===== config.mk =====
export PLATFORM = sky130hd
export DESIGN_NAME = nand_xfer_seq
export DESIGN_NICKNAME = d
export VERILOG_FILES = /design/src/rtl/nxs_pkg.sv /design/src/rtl/nxs_limit_cnt.sv /design/src/rtl/nxs_ecc_merge.sv /design/src/rtl/nand_xfer_seq.sv
export SDC_FILE = /design/constraint.sdc
export NUM_CORES = 1
export LEC_CHECK = 0
export ABC_AREA = 1
export CORE_UTILIZATION = 30
export DETAILED_ROUTE_END_ITERATION = 7
export DONT_BUFFER_PORTS = 1
export GPL_TIMING_DRIVEN = 0
export PLACE_DENSITY = 0.56
export REMOVE_ABC_BUFFERS = 1
export SYNTH_ARGS = -nofsm -noshare
export SYNTH_HDL_FRONTEND = slang
export SYNTH_HIERARCHICAL = 1
export SYNTH_SLANG_ARGS = --single-unit

===== constraint.sdc =====
create_clock -name clk -period 1.9 [get_ports clk]
set_input_delay 0.285 -clock clk [delete_from_list [all_inputs] [get_ports clk]]
set_output_delay 0.285 -clock clk [all_outputs]
set_load 0.05 [all_outputs]

===== src/rtl/nxs_pkg.sv =====
package nxs_pkg;

  // Register map used by the sequencer (byte addresses)
  localparam int unsigned A_STATUS = 'h00;
  localparam int unsigned A_XSTAT  = 'h04;
  localparam int unsigned A_PAGE   = 'h08;
  localparam int unsigned A_COLUMN = 'h0C;
  localparam int unsigned A_CMD    = 'h10;
  localparam int unsigned A_PAD    = 'h40;
  localparam int unsigned A_META   = 'h80;
  localparam int unsigned A_ECCREP = 'h84;

  localparam logic [31:0] PAD_CTRL = 32'h8000_0000;
  localparam logic [31:0] PAD_RAW  = 32'h0000_0000;
  localparam logic [31:0] OP_READ  = 32'd1;
  localparam logic [31:0] OP_WRITE = 32'd2;

  localparam int unsigned READY_BIT = 31;
  localparam int unsigned BLANK_BIT = 16;

  typedef enum logic [1:0] {
    RES_OK      = 2'd0,
    RES_TIMEOUT = 2'd1,
    RES_UNCORR  = 2'd2
  } res_code_t;

  typedef enum logic [3:0] {
    S_IDLE, S_META, S_PADON, S_PAGE, S_COL, S_CMD,
    S_DMA, S_POLL, S_PADOFF, S_XSTAT, S_ECC, S_DONE
  } seq_state_t;

  typedef struct packed {
    logic       unc;
    logic [5:0] worst;
    logic [6:0] sum;
  } ecc_fold_t;

  // Fold a two-group ECC report into a single verdict
  function automatic ecc_fold_t ecc_fold(input logic [31:0] rep);
    ecc_fold_t  r;
    logic [5:0] c_first;
    logic [5:0] c_rest;
    c_first = rep[5:0];
    c_rest  = rep[13:8];
    r.unc   = ~(rep[7] & rep[15]);
    r.worst = (c_first > c_rest) ? c_first : c_rest;
    r.sum   = {1'b0, c_first} + {1'b0, c_rest};
    return r;
  endfunction

endpackage


===== src/rtl/nxs_limit_cnt.sv =====
module nxs_limit_cnt #(
  parameter int unsigned LIMIT = 64
) (
  input  logic clk,
  input  logic rst_n,
  input  logic clr_i,
  input  logic inc_i,
  output logic hit_o
);
  localparam int unsigned W = $clog2(LIMIT + 1);

  logic [W-1:0] cnt_q;

  // hit on the LIMIT-th increment since the last clear
  assign hit_o = inc_i && (cnt_q == W'(LIMIT - 1));

  always_ff @(posedge clk or negedge rst_n) begin
    if (!rst_n)      cnt_q <= '0;
    else if (clr_i)  cnt_q <= '0;
    else if (inc_i)  cnt_q <= cnt_q + 1'b1;
  end
endmodule


===== src/rtl/nxs_ecc_merge.sv =====
module nxs_ecc_merge
  import nxs_pkg::*;
(
  input  logic [31:0] report_i,
  output logic        unc_o,
  output logic [5:0]  worst_o,
  output logic [6:0]  sum_o
);
  ecc_fold_t f;
  always_comb begin
    f       = ecc_fold(report_i);
    unc_o   = f.unc;
    worst_o = f.worst;
    sum_o   = f.sum;
  end
endmodule


===== src/rtl/nand_xfer_seq.sv =====
module nand_xfer_seq
  import nxs_pkg::*;
#(
  parameter int unsigned ADDR_W       = 8,
  parameter int unsigned DMA_WAIT_MAX = 1024,
  parameter int unsigned POLL_MAX     = 64,
  parameter int unsigned TOTAL_W      = 16
) (
  input  logic               clk,
  input  logic               rst_n,
  input  logic               start_i,
  input  logic               write_i,
  input  logic [31:0]        page_i,
  input  logic               dma_done_i,
  output logic               bus_valid_o,
  output logic               bus_we_o,
  output logic [ADDR_W-1:0]  bus_addr_o,
  output logic [31:0]        bus_wdata_o,
  input  logic               bus_ready_i,
  input  logic [31:0]        bus_rdata_i,
  output logic               res_valid_o,
  output logic [1:0]         res_code_o,
  output logic [5:0]         res_flips_o,
  output logic [TOTAL_W-1:0] corr_total_o
);

  seq_state_t         state_q, state_d;
  logic               is_wr_q;
  logic [31:0]        page_q;
  res_code_t          code_q;
  logic [5:0]         flips_q;
  logic [TOTAL_W-1:0] total_q;

  // named internal events
  logic ev_fire, ev_accept, ev_ready_seen, ev_poll_miss, ev_dma_wait;
  logic dma_expired, poll_expired;
  logic ecc_unc;
  logic [5:0] ecc_worst;
  logic [6:0] ecc_sum;

  assign ev_fire       = bus_valid_o & bus_ready_i;
  assign ev_accept     = start_i & (state_q == S_IDLE);
  assign ev_ready_seen = (state_q == S_POLL) & ev_fire & bus_rdata_i[READY_BIT];
  assign ev_poll_miss  = (state_q == S_POLL) & ev_fire & ~bus_rdata_i[READY_BIT];
  assign ev_dma_wait   = (state_q == S_DMA) & ~dma_done_i;

  nxs_limit_cnt #(.LIMIT(DMA_WAIT_MAX)) dma_tmr_i (
    .clk(clk), .rst_n(rst_n), .clr_i(state_q != S_DMA),
    .inc_i(ev_dma_wait), .hit_o(dma_expired)
  );

  nxs_limit_cnt #(.LIMIT(POLL_MAX)) poll_tmr_i (
    .clk(clk), .rst_n(rst_n), .clr_i(state_q != S_POLL),
    .inc_i(ev_poll_miss), .hit_o(poll_expired)
  );

  nxs_ecc_merge ecc_i (
    .report_i(bus_rdata_i), .unc_o(ecc_unc),
    .worst_o(ecc_worst), .sum_o(ecc_sum)
  );

  // bus request decode per state
  always_comb begin
    bus_valid_o = 1'b0;
    bus_we_o    = 1'b0;
    bus_addr_o  = '0;
    bus_wdata_o = '0;
    unique case (state_q)
      S_META:   begin bus_valid_o = 1'b1; bus_we_o = 1'b1; bus_addr_o = ADDR_W'(A_META);   bus_wdata_o = 32'hFFFF_FFFF; end
      S_PADON:  begin bus_valid_o = 1'b1; bus_we_o = 1'b1; bus_addr_o = ADDR_W'(A_PAD);    bus_wdata_o = PAD_CTRL; end
      S_PAGE:   begin bus_valid_o = 1'b1; bus_we_o = 1'b1; bus_addr_o = ADDR_W'(A_PAGE);   bus_wdata_o = page_q; end
      S_COL:    begin bus_valid_o = 1'b1; bus_we_o = 1'b1; bus_addr_o = ADDR_W'(A_COLUMN); bus_wdata_o = '0; end
      S_CMD:    begin bus_valid_o = 1'b1; bus_we_o = 1'b1; bus_addr_o = ADDR_W'(A_CMD);    bus_wdata_o = is_wr_q ? OP_WRITE : OP_READ; end
      S_POLL:   begin bus_valid_o = 1'b1; bus_addr_o = ADDR_W'(A_STATUS); end
      S_PADOFF: begin bus_valid_o = 1'b1; bus_we_o = 1'b1; bus_addr_o = ADDR_W'(A_PAD);    bus_wdata_o = PAD_RAW; end
      S_XSTAT:  begin bus_valid_o = 1'b1; bus_addr_o = ADDR_W'(A_XSTAT); end
      S_ECC:    begin bus_valid_o = 1'b1; bus_addr_o = ADDR_W'(A_ECCREP); end
      default:  ;
    endcase
  end

  // next state
  always_comb begin
    state_d = state_q;
    unique case (state_q)
      S_IDLE:   if (start_i) state_d = write_i ? S_META : S_PADON;
      S_META:   if (ev_fire) state_d = S_PADON;
      S_PADON:  if (ev_fire) state_d = S_PAGE;
      S_PAGE:   if (ev_fire) state_d = S_COL;
      S_COL:    if (ev_fire) state_d = S_CMD;
      S_CMD:    if (ev_fire) state_d = S_DMA;
      S_DMA:    if (dma_done_i) state_d = S_POLL;
                else if (dma_expired) state_d = S_PADOFF;
      S_POLL:   if (ev_ready_seen || poll_expired) state_d = S_PADOFF;
      S_PADOFF: if (ev_fire) state_d = (is_wr_q || code_q != RES_OK) ? S_DONE : S_XSTAT;
      S_XSTAT:  if (ev_fire) state_d = bus_rdata_i[BLANK_BIT] ? S_DONE : S_ECC;
      S_ECC:    if (ev_fire) state_d = S_DONE;
      S_DONE:   state_d = S_IDLE;
      default:  state_d = S_IDLE;
    endcase
  end

  always_ff @(posedge clk or negedge rst_n) begin
    if (!rst_n) begin
      state_q <= S_IDLE;
      is_wr_q <= 1'b0;
      page_q  <= '0;
      code_q  <= RES_OK;
      flips_q <= '0;
      total_q <= '0;
    end else begin
      state_q <= state_d;
      if (ev_accept) begin
        is_wr_q <= write_i;
        page_q  <= page_i;
        code_q  <= RES_OK;
        flips_q <= '0;
      end
      if ((ev_dma_wait && dma_expired) || poll_expired)
        code_q <= RES_TIMEOUT;
      if (state_q == S_ECC && ev_fire) begin
        if (ecc_unc) begin
          code_q <= RES_UNCORR;
        end else begin
          flips_q <= ecc_worst;
          total_q <= total_q + TOTAL_W'(ecc_sum);
        end
      end
    end
  end

  assign res_valid_o  = (state_q == S_DONE);
  assign res_code_o   = code_q;
  assign res_flips_o  = flips_q;
  assign corr_total_o = total_q;

endmodule


# After elaboration in Yosys (flattened, before gate mapping)
# Index checks and enable logic that the tools add are counted.
[totals] regBits=79 inputBits=70 ram_bits=0 output_inout_bits=67 romBits=0 latchBits=0 mem_count=0
[classes] n_eq_ne=26 n_lt_le_gt_ge=1 mux=33 shift=0 n_reduce_logical=16 n_addsub=4 div=0 mul=0 bitwise_logic=9
[op_table] cell="32-bit case mux with 4 select lines" count=1
[op_table] cell="8-bit case mux with 7 select lines" count=1
[op_table] cell="4-bit two-way mux" count=12
[op_table] cell="4-bit case mux with 11 select lines" count=1
[op_table] cell="6-bit two-way mux" count=4
[op_table] cell="11-bit two-way mux" count=2
[op_table] cell="2-bit != test, second input constant" count=9
[op_table] cell="16-bit by 7-bit adder with 16-bit output" count=1
[op_table] cell="4-bit by 3-bit == test with 1-bit output, second input constant" count=4
[op_table] cell="4-bit == test, second input constant" count=4
[op_table] cell="2-bit two-way mux" count=7
[op_table] cell="7-bit two-way mux" count=2
[op_table] cell="11-bit by 1-bit adder with 11-bit output, second input constant" count=1
[op_table] cell="11-bit by 10-bit == test with 1-bit output, second input constant" count=1
[op_table] cell="11-bit AND reduction" count=1
[op_table] cell="9-bit OR reduction" count=1
[op_table] cell="4-bit by 2-bit == test with 1-bit output, second input constant" count=2
[op_table] cell="4-bit by 3-bit != test with 1-bit output, second input constant" count=2
[op_table] cell="6-bit by 6-bit adder with 7-bit output" count=1
[op_table] cell="7-bit by 1-bit adder with 7-bit output, second input constant" count=1
[op_table] cell="1-bit bitwise AND" count=7
[op_table] cell="7-bit by 6-bit == test with 1-bit output, second input constant" count=1
[op_table] cell="6-bit > comparator" count=1
[op_table] cell="2-bit nonzero test" count=3
[op_table] cell="other kinds (11)" count=19

# Longest topological paths before layout
# Gate-level depths: netlist of run 1.
[logic_depth] word_depth=11 mapped_depth=20 depth_no_buf=20

# Modules after synthesis
# The synthesis of run 1 kept the hierarchy.
[modules_own_cells] module="nand_xfer_seq" area_each_um2=3508.4 n_inst=1 cells_per_inst=432
[modules_own_cells] module="nxs_limit_cnt at dma_tmr_i" area_each_um2=655.6 n_inst=1 cells_per_inst=89
[modules_own_cells] module="nxs_ecc_merge" area_each_um2=546.8 n_inst=1 cells_per_inst=89
[modules_own_cells] module="nxs_limit_cnt at poll_tmr_i" area_each_um2=386.6 n_inst=1 cells_per_inst=48

# Worst setup path after synthesis of run 1
# Ideal clock, no wire load.
[synth_timing] path_type="input port to flip-flop" startpoint="input port bus_rdata_i[0]" endpoint="register total_q[10] (netlist: corr_total_o[10])" t_arrival_ps=2124 path_buffers=0 path_stages=13 setup_slack_ps=-347 setup_ps=122 path_cell_list="ha_1 > inv_1 > fa_1 > inv_1 > inv_1 > fa_1 > nand3b_1 > nand2_1 > nand2_1 > nand2_1 > nand2_1 > o21ai_1 > nand2_1"
[synth_between] elab_chain_cells=2
[synth_lines] element="start: declaration" line="nand_xfer_seq.sv:20" text="input logic [31:0] bus_rdata_i,"
[synth_lines] element="6-bit by 6-bit adder with 7-bit output" line="nxs_pkg.sv:47" text="r.sum = {1'b0, c_first} + {1'b0, c_rest};"
[synth_lines] element="net ecc_sum[1]" line="nand_xfer_seq.sv:39" text="logic [6:0] ecc_sum;"
[synth_lines] element="16-bit by 7-bit adder with 16-bit output" line="nand_xfer_seq.sv:126" text="total_q <= total_q + TOTAL_W'(ecc_sum);"
[synth_lines] element="end signal: assignment" line="nand_xfer_seq.sv:126"
[synth_lines] element="end: declaration" line="nand_xfer_seq.sv:32" text="logic [TOTAL_W-1:0] total_q;"
# The timed path passes the listed nets, and every way through them passes these cells.
# A chain may end at the register's enable or synchronous reset.

# Final worst setup path of run 1
[layout_timing] startpoint="register state_q[0]" endpoint="output port bus_wdata_o[1]"
[layout_between] elab_chain_cells=2
[layout_lines] element="start: declaration" line="nand_xfer_seq.sv:27" text="seq_state_t state_q, state_d;"
[layout_lines] element="start signal: assignment" line="nand_xfer_seq.sv:112" text="state_q <= state_d;"
[layout_lines] element="4-bit by 3-bit == test with 1-bit output (tied with other cells)" line="nand_xfer_seq.sv:68" text="unique case (state_q)"
[layout_lines] element="32-bit case mux with 4 select lines *" line="nand_xfer_seq.sv:68"
[layout_lines] element="end: declaration" line="nand_xfer_seq.sv:18" text="output logic [31:0] bus_wdata_o,"
# Mark *: on every way between the ends. The rest lies on a longest branch, timed or not.

==> results_dict.tcl, run 1 <==
set metrics [dict create \
    synth.distinct_cells 39 \
    clk_latency_ns 0.35 \
    grt_pass1_vias 4475 \
    violations "hold timing, setup timing" \
    numCtsBuffers 9 \
    cts.sinks 79 \
    layout_commonest_cell "nand2_1" \
    routed_wl_mm 16.1 \
    nNetsFinal 803 \
    crit_path_end_kind "output port" \
    ys.warnings.count 6 \
    synth_top_area_share 0.388 \
    drc 0 \
    synth.avg_cell_area_um2 7.75 \
    hpwl_mm 8.83 \
    max_freq_mhz 483 \
    grt_max_degree 80 \
    num_vias 4559 \
    dieHeight_um 132 \
    crit_arrival_ns 1.78 \
    synth_top_area_cell "dfrtp_1" \
    setup-tns-final_ns -2.77 \
    grt_overflow 0 \
    async_flop_share 1.00 \
    ys_seq_area_frac 0.388 \
    critPathMaxFanout 4 \
    clkSlewWorstSetupHoldPaths_ns 0.06 \
    first_pass_iters 4 \
    syn-instance-count 658 \
    cp.required_ns 1.62 \
    yosys_most_used_dff "dfrtp_1" \
    grt_usage 0.182 \
    rsz0062_at_grt "true" \
    cts_max_level 3 \
    whs_ns -0.374 \
    min_period_ns 2.07 \
    status "finished with violations" \
    ant_nets 0 \
    drive_above_1_share 0.407 \
    powerDensity_nw_per_um2 1720 \
    setup_violations 43 \
    cts_tree "yes" \
    initial_core_util 0.307 \
    slew_viol_final 0 \
    synth_area_um2 5100 \
    io_pins 137 \
    critPathKind "reg2out" \
    port_buffers 0 \
    die_w_um 132 \
    fillers 1577 \
    rows 47 \
    p_leak_nw 3.36 \
    final_cell_mix "146 x nand2_1, 72 x dfrtp_1, 58 x inv_1" \
    layout_setup_ws_ns -0.169 \
    cap_viol_max_count 0 \
    core_area_um2 16600 \
    ys_seq_elements 79 \
    finalHoldViolations 79 \
    finalPower_mw 13.0 \
    startpoint_type "flop" \
    root_buffer "clkbuf_16" \
    hold_class "in2async" \
    synth_area_leaders "dfrtp_1 39%, nand2_1 15%, nand3_1 6.5%" \
    syn_to_final_growth_pct 48.6 \
    regArea_um2 1990 \
    dieArea_um2 17500 \
    avgViaCountPerCell 4.87 \
    grt_first_pass_wirelength_mm 24.4 \
    globalplace.congestion 0.887 \
    cts_buffer_depth 2 \
    drt-initial-drc-count 102 \
    clock_skew_ns 0.00728 \
    post-route-period-util 1.09 \
    multi_input_area_um2 4030 \
    ir_worst_vdd_uv 1350 \
    wire_per_inst_um 17.2 \
    antenna_found_initial 3 \
    tightest_slew_ns 0.593 \
    slew-limit-headroom 0.604 \
    synth-edff-count 0 \
]
routing by layer:
layer / vias to the layer above / routed length [um] / global-route usage / part of all wire
met5: - / 19 / 0 / 0.0012
met4: 2 / 216 / 0.0645 / 0.013
met3: 23 / 1010 / 0.0627 / 0.063
met2: 125 / 8110 / 0.299 / 0.50
met1: 2168 / 6740 / 0.221 / 0.42
li1: 2241 / - / - / -
stage by stage:
step	hold slack (ns)	cells	utilization	worst slack [ns]	area (um2)
floorplan	-0.0106	638	-	-1.02	4960
global placement	-0.00804	858	0.316	-2.51	5240
detailed placement	-0.00814	861	0.319	-1.22	5290
CTS	-0.390	919	0.422	-0.172	7000
global route	-0.395	935	0.456	-0.224	7570
finish	-0.374	937	0.457	-0.169	7570
final timing paths:
kind | slack, ns | endpoint | cells past startpoint | start
worst min register to register | 0.50 | dma_tmr_i/cnt_q[4]$_DFFE_PN0P_ | 1 | dma_tmr_i/cnt_q[4]$_DFFE_PN0P_
worst min-delay path | -0.37 | dma_tmr_i/cnt_q[2]$_DFFE_PN0P_ | 0 | rst_n
worst max register to register | -0.06 | state_q[3]$_DFFE_PN0P_ | 12 | state_q[1]$_DFFE_PN0P_
max in group asynchronous | 2.15 | corr_total_o[1]$_DFFE_PN0P_ | 0 | rst_n
worst max-delay path | -0.17 | bus_wdata_o[1] | 7 | state_q[0]$_DFFE_PN0P_
min in group clk | 0.07 | page_q[1]$_DFFE_PN0P_ | 1 | page_i[1]
final cells by class:
cell class | count | share of cell area
Multi-Input combinational cell | 482 | 0.531
Sequential cell | 79 | 0.262
Timing Repair Buffer | 54 | 0.0821
Inverter | 83 | 0.0449
Tap cell | 220 | 0.0363
Clock buffer | 13 | 0.0357
Clock inverter | 3 | 0.00529
Timing Repair inverter | 1 | 0.00149
Antenna cell | 2 | 0.000661
synth_stat cells, types with 2 or more instances:
library cell  instances
buf_4                 8
mux2_1               10
nand3_4               2
nand2_2               8
inv_2                10
mux2_2               22
ha_1                 21
clkbuf_1              8
xor2_1                5
buf_2                 3
fa_1                  2
nor3_1                9
nor2_4                6
nor2_1               40
nand4_1               9
nand3_1              66
o211ai_1              2
nor2_2                5
buf_6                 2
xnor2_1               5
o21ai_1               9
inv_1                73
nand3_2               5
a21oi_1              17
o21ai_2               2
nand2_1             202
nand3b_1              2
dfrtp_1              79
o21ai_0              16
kinds of logic after synthesis:
kind of cell | count (synthesis) | synth area share
multiplexers | 32 | 0.0707
flip-flops | 79 | 0.388
buffers and inverters | 105 | 0.0889
AND/OR/NAND/NOR | 357 | 0.320
AO/OA/AOI/OAI | 51 | 0.0550
other | 1 | 0.000736
XOR/XNOR | 10 | 0.0172
adder cells (fa/ha/maj) | 23 | 0.0594
report_power, final:
| part | switching [mW] | internal [mW] |
|---|---|---|
| registers | 0.758 | 2.18 |
| logic | 5.36 | 2.87 |
| clock network | 0.710 | 1.12 |
state kept, by name (all words and copies together), names as in the netlist:
signal and cells:
page_q 32, corr_total_o 16, dma_tmr_i/cnt_q 11, poll_tmr_i/cnt_q 7, res_flips_o 6, state_q 4, res_code_o 2, is_wr_q 1
repair_timing:
item	CTS	global route
pin swaps	53	57
endpoints found under the hold margin	79	79
cloned	8	3
setup endpoints to repair	108	91
resized for setup	205	88
setup buffers	34	16
critical path, cell delays in order (launching register included):
cell and delay (ns):
dfrtp_1 0.42, inv_2 0.14, nor2_4 0.06, buf_12 0.13, nand2_8 0.06, clkinvlp_4 0.26, nand2_4 0.18, nand3_4 0.18
No activity file was read; power rests on OpenSTA's default activity.
==> run 2, diff against run 1 <==
--- a/config.mk
+++ b/config.mk
@@ -6,11 +6,11 @@
 export NUM_CORES = 1
 export LEC_CHECK = 0
 export ABC_AREA = 1
+export BUFFER_PORTS_ARGS = -buffer_cell sky130_fd_sc_hd__clkbuf_2
 export CORE_UTILIZATION = 30
 export DETAILED_ROUTE_END_ITERATION = 7
-export DONT_BUFFER_PORTS = 1
 export GPL_TIMING_DRIVEN = 0
-export PLACE_DENSITY = 0.56
+export PLACE_DENSITY = 0.63
 export REMOVE_ABC_BUFFERS = 1
 export SYNTH_ARGS = -nofsm -noshare
 export SYNTH_HDL_FRONTEND = slang
==> run 2 against run 1 <==
- the flow finishes with violations (setup timing)
- register-to-register slack worse by 0.05 ns
- clock skew is 0.0015 ns lower
- first-iteration DRC count grew to 3.0 times the previous value
- global-route usage is 1.2 points higher
- critical path depth is 10 higher
- sequential share of layout area is 3.1 points lower
- via count is 16% higher
- largest cell class unchanged
- largest power group unchanged
==> results_dict.tcl, run 2 (synthesis gave the netlist of run 1 again) <==
set metrics [dict create \
    max_freq_mhz 496 \
    crit_path_end_kind "flop" \
    cts.sinks 79 \
    fillers 1437 \
    p_leak_nw 4.07 \
    grt_first_pass_wirelength_mm 26.0 \
    cts_max_level 3 \
    layout_setup_ws_ns -0.118 \
    dieArea_um2 17500 \
    grt_pass1_vias 4846 \
    hold_class "in2reg" \
    whs_ns 0.149 \
    place_area_um2 5880 \
    rows 47 \
    wire_per_inst_um 17.4 \
    clock_skew_ns 0.00581 \
    grt_overflow 0 \
    violations "setup timing" \
    post-route-period-util 1.06 \
    io_pins 137 \
    ir_worst_vdd_uv 1570 \
    regMostFlops "page_q" \
    min_period_ns 2.02 \
    regArea_um2 1980 \
    avgViaCountPerCell 4.89 \
    cp.required_ns 2.18 \
    routed_wl_mm 18.7 \
    rsz0062_at_grt "true" \
    setup_violations 50 \
    reg2reg_depth 15 \
    critPathKind "in2reg" \
    status "finished with violations" \
    antenna_found_initial 1 \
    nNetsFinal 945 \
    grt_max_degree 46 \
    slew_viol_final 0 \
    final_cell_mix "142 x nand2_1, 75 x dfrtp_1, 71 x clkbuf_2" \
    die_w_um 132 \
    drc 0 \
    powerDensity_nw_per_um2 1750 \
    startpoint_type "input pin" \
    tightest_slew_ns 0.532 \
    cts_tree "yes" \
    core_area_um2 16600 \
    finalHoldViolations 0 \
    cts_buffer_depth 2 \
    layout_commonest_cell "nand2_1" \
    root_buffer "clkbuf_16" \
    multi_input_area_um2 3790 \
    grt_usage 0.194 \
    numCtsBuffers 9 \
    clkSlewWorstSetupHoldPaths_ns 0.07 \
    hpwl_mm 9.28 \
    drt-initial-drc-count 301 \
    port_buffers 117 \
    cap_viol_max_count 0 \
    fin_cells 1078 \
    first_pass_iters 5 \
    syn_to_final_growth_pct 68.5 \
    largest_register_ffs 32 \
    design_area_um2 8590 \
    drive_above_1_share 0.515 \
    initial_core_util 0.307 \
    critPathMaxFanout 4 \
    dieHeight_um 132 \
    place_worst_setup_slack_ns -1.12 \
    dp.cells 977 \
    hold_path_depth 2 \
    globalplace.congestion 0.858 \
    num_vias 5268 \
    clk_latency_ns 0.35 \
    crit_arrival_ns 2.30 \
    ant_nets 0 \
    slew-limit-headroom 0.645 \
]
[run 2: layout make-up]
type	instances	area share
tap	220	0.0321
antenna	1	0.000291
inverter	83	0.0408
timing repair buffer	195	0.219
clock inverter	7	0.00845
timing repair inverter	1	0.00189
multi-input combinational	483	0.441
clock buffer	9	0.0262
sequential	79	0.231
[run 2: final timing paths]
check | startpoint | slack [ns] | endpoint
max in group asynchronous | rst_n | 0.77 | state_q[0]$_DFFE_PN0P_
hold reg to reg | dma_tmr_i/cnt_q[4]$_DFFE_PN0P_ | 0.50 | dma_tmr_i/cnt_q[4]$_DFFE_PN0P_
setup reg to reg | state_q[2]$_DFFE_PN0P_ | -0.11 | state_q[2]$_DFFE_PN0P_
hold / removal | page_i[4] | 0.15 | page_q[4]$_DFFE_PN0P_
min in group asynchronous | rst_n | 0.49 | page_q[17]$_DFFE_PN0P_
setup / recovery | bus_rdata_i[11] | -0.12 | corr_total_o[14]$_DFFE_PN0P_
[run 2: routing by layer]
layer,share of wire,up-vias,GRT usage
met1,0.40,2533,0.241
met3,0.055,29,0.0507
li1,-,2516,-
met5,0,-,0
met2,0.52,190,0.327
met4,0.022,0,0.0670
[run 2: repair_timing]
action	CTS	global route
cloned	10	2
buffers inserted	40	37
pin swaps	49	85
gates resized for setup	212	209
hold buffers	1	0
endpoints found under the setup margin	108	85
hold endpoints to repair	34	0
[run 2: critical path, stage by stage]
cell	delay, ns
buf_2	0.11
inv_2	0.05
ha_4	0.28
inv_4	0.05
a21oi_4	0.16
nand2_2	0.07
xor2_1	0.14
ha_1	0.37
buf_6	0.12
nand2_2	0.03
nor2_1	0.11
nand2_1	0.08
nand2_2	0.11
nand3_2	0.10
nor2_2	0.11
nand2_1	0.05
nand2_1	0.06
[run 2: power by group]
group	internal (mW)	total [mW]	switching [mW]
logic	4.42	10.6	6.22
clock network	1.02	1.75	0.735
registers	2.18	2.63	0.451
total	7.62	15.0	7.41
[run 2: per-stage QoR]
step	setup TNS, ns	total power [mW]	utilization
after floorplan	-59.68	6.63	-
after global placement	-201.91	7.93	0.351
after detailed placement	-67.54	8.05	0.355
after CTS	-3.22	13.0	0.458
after global routing	-6.63	15.7	0.518
final	-2.42	15.0	0.518
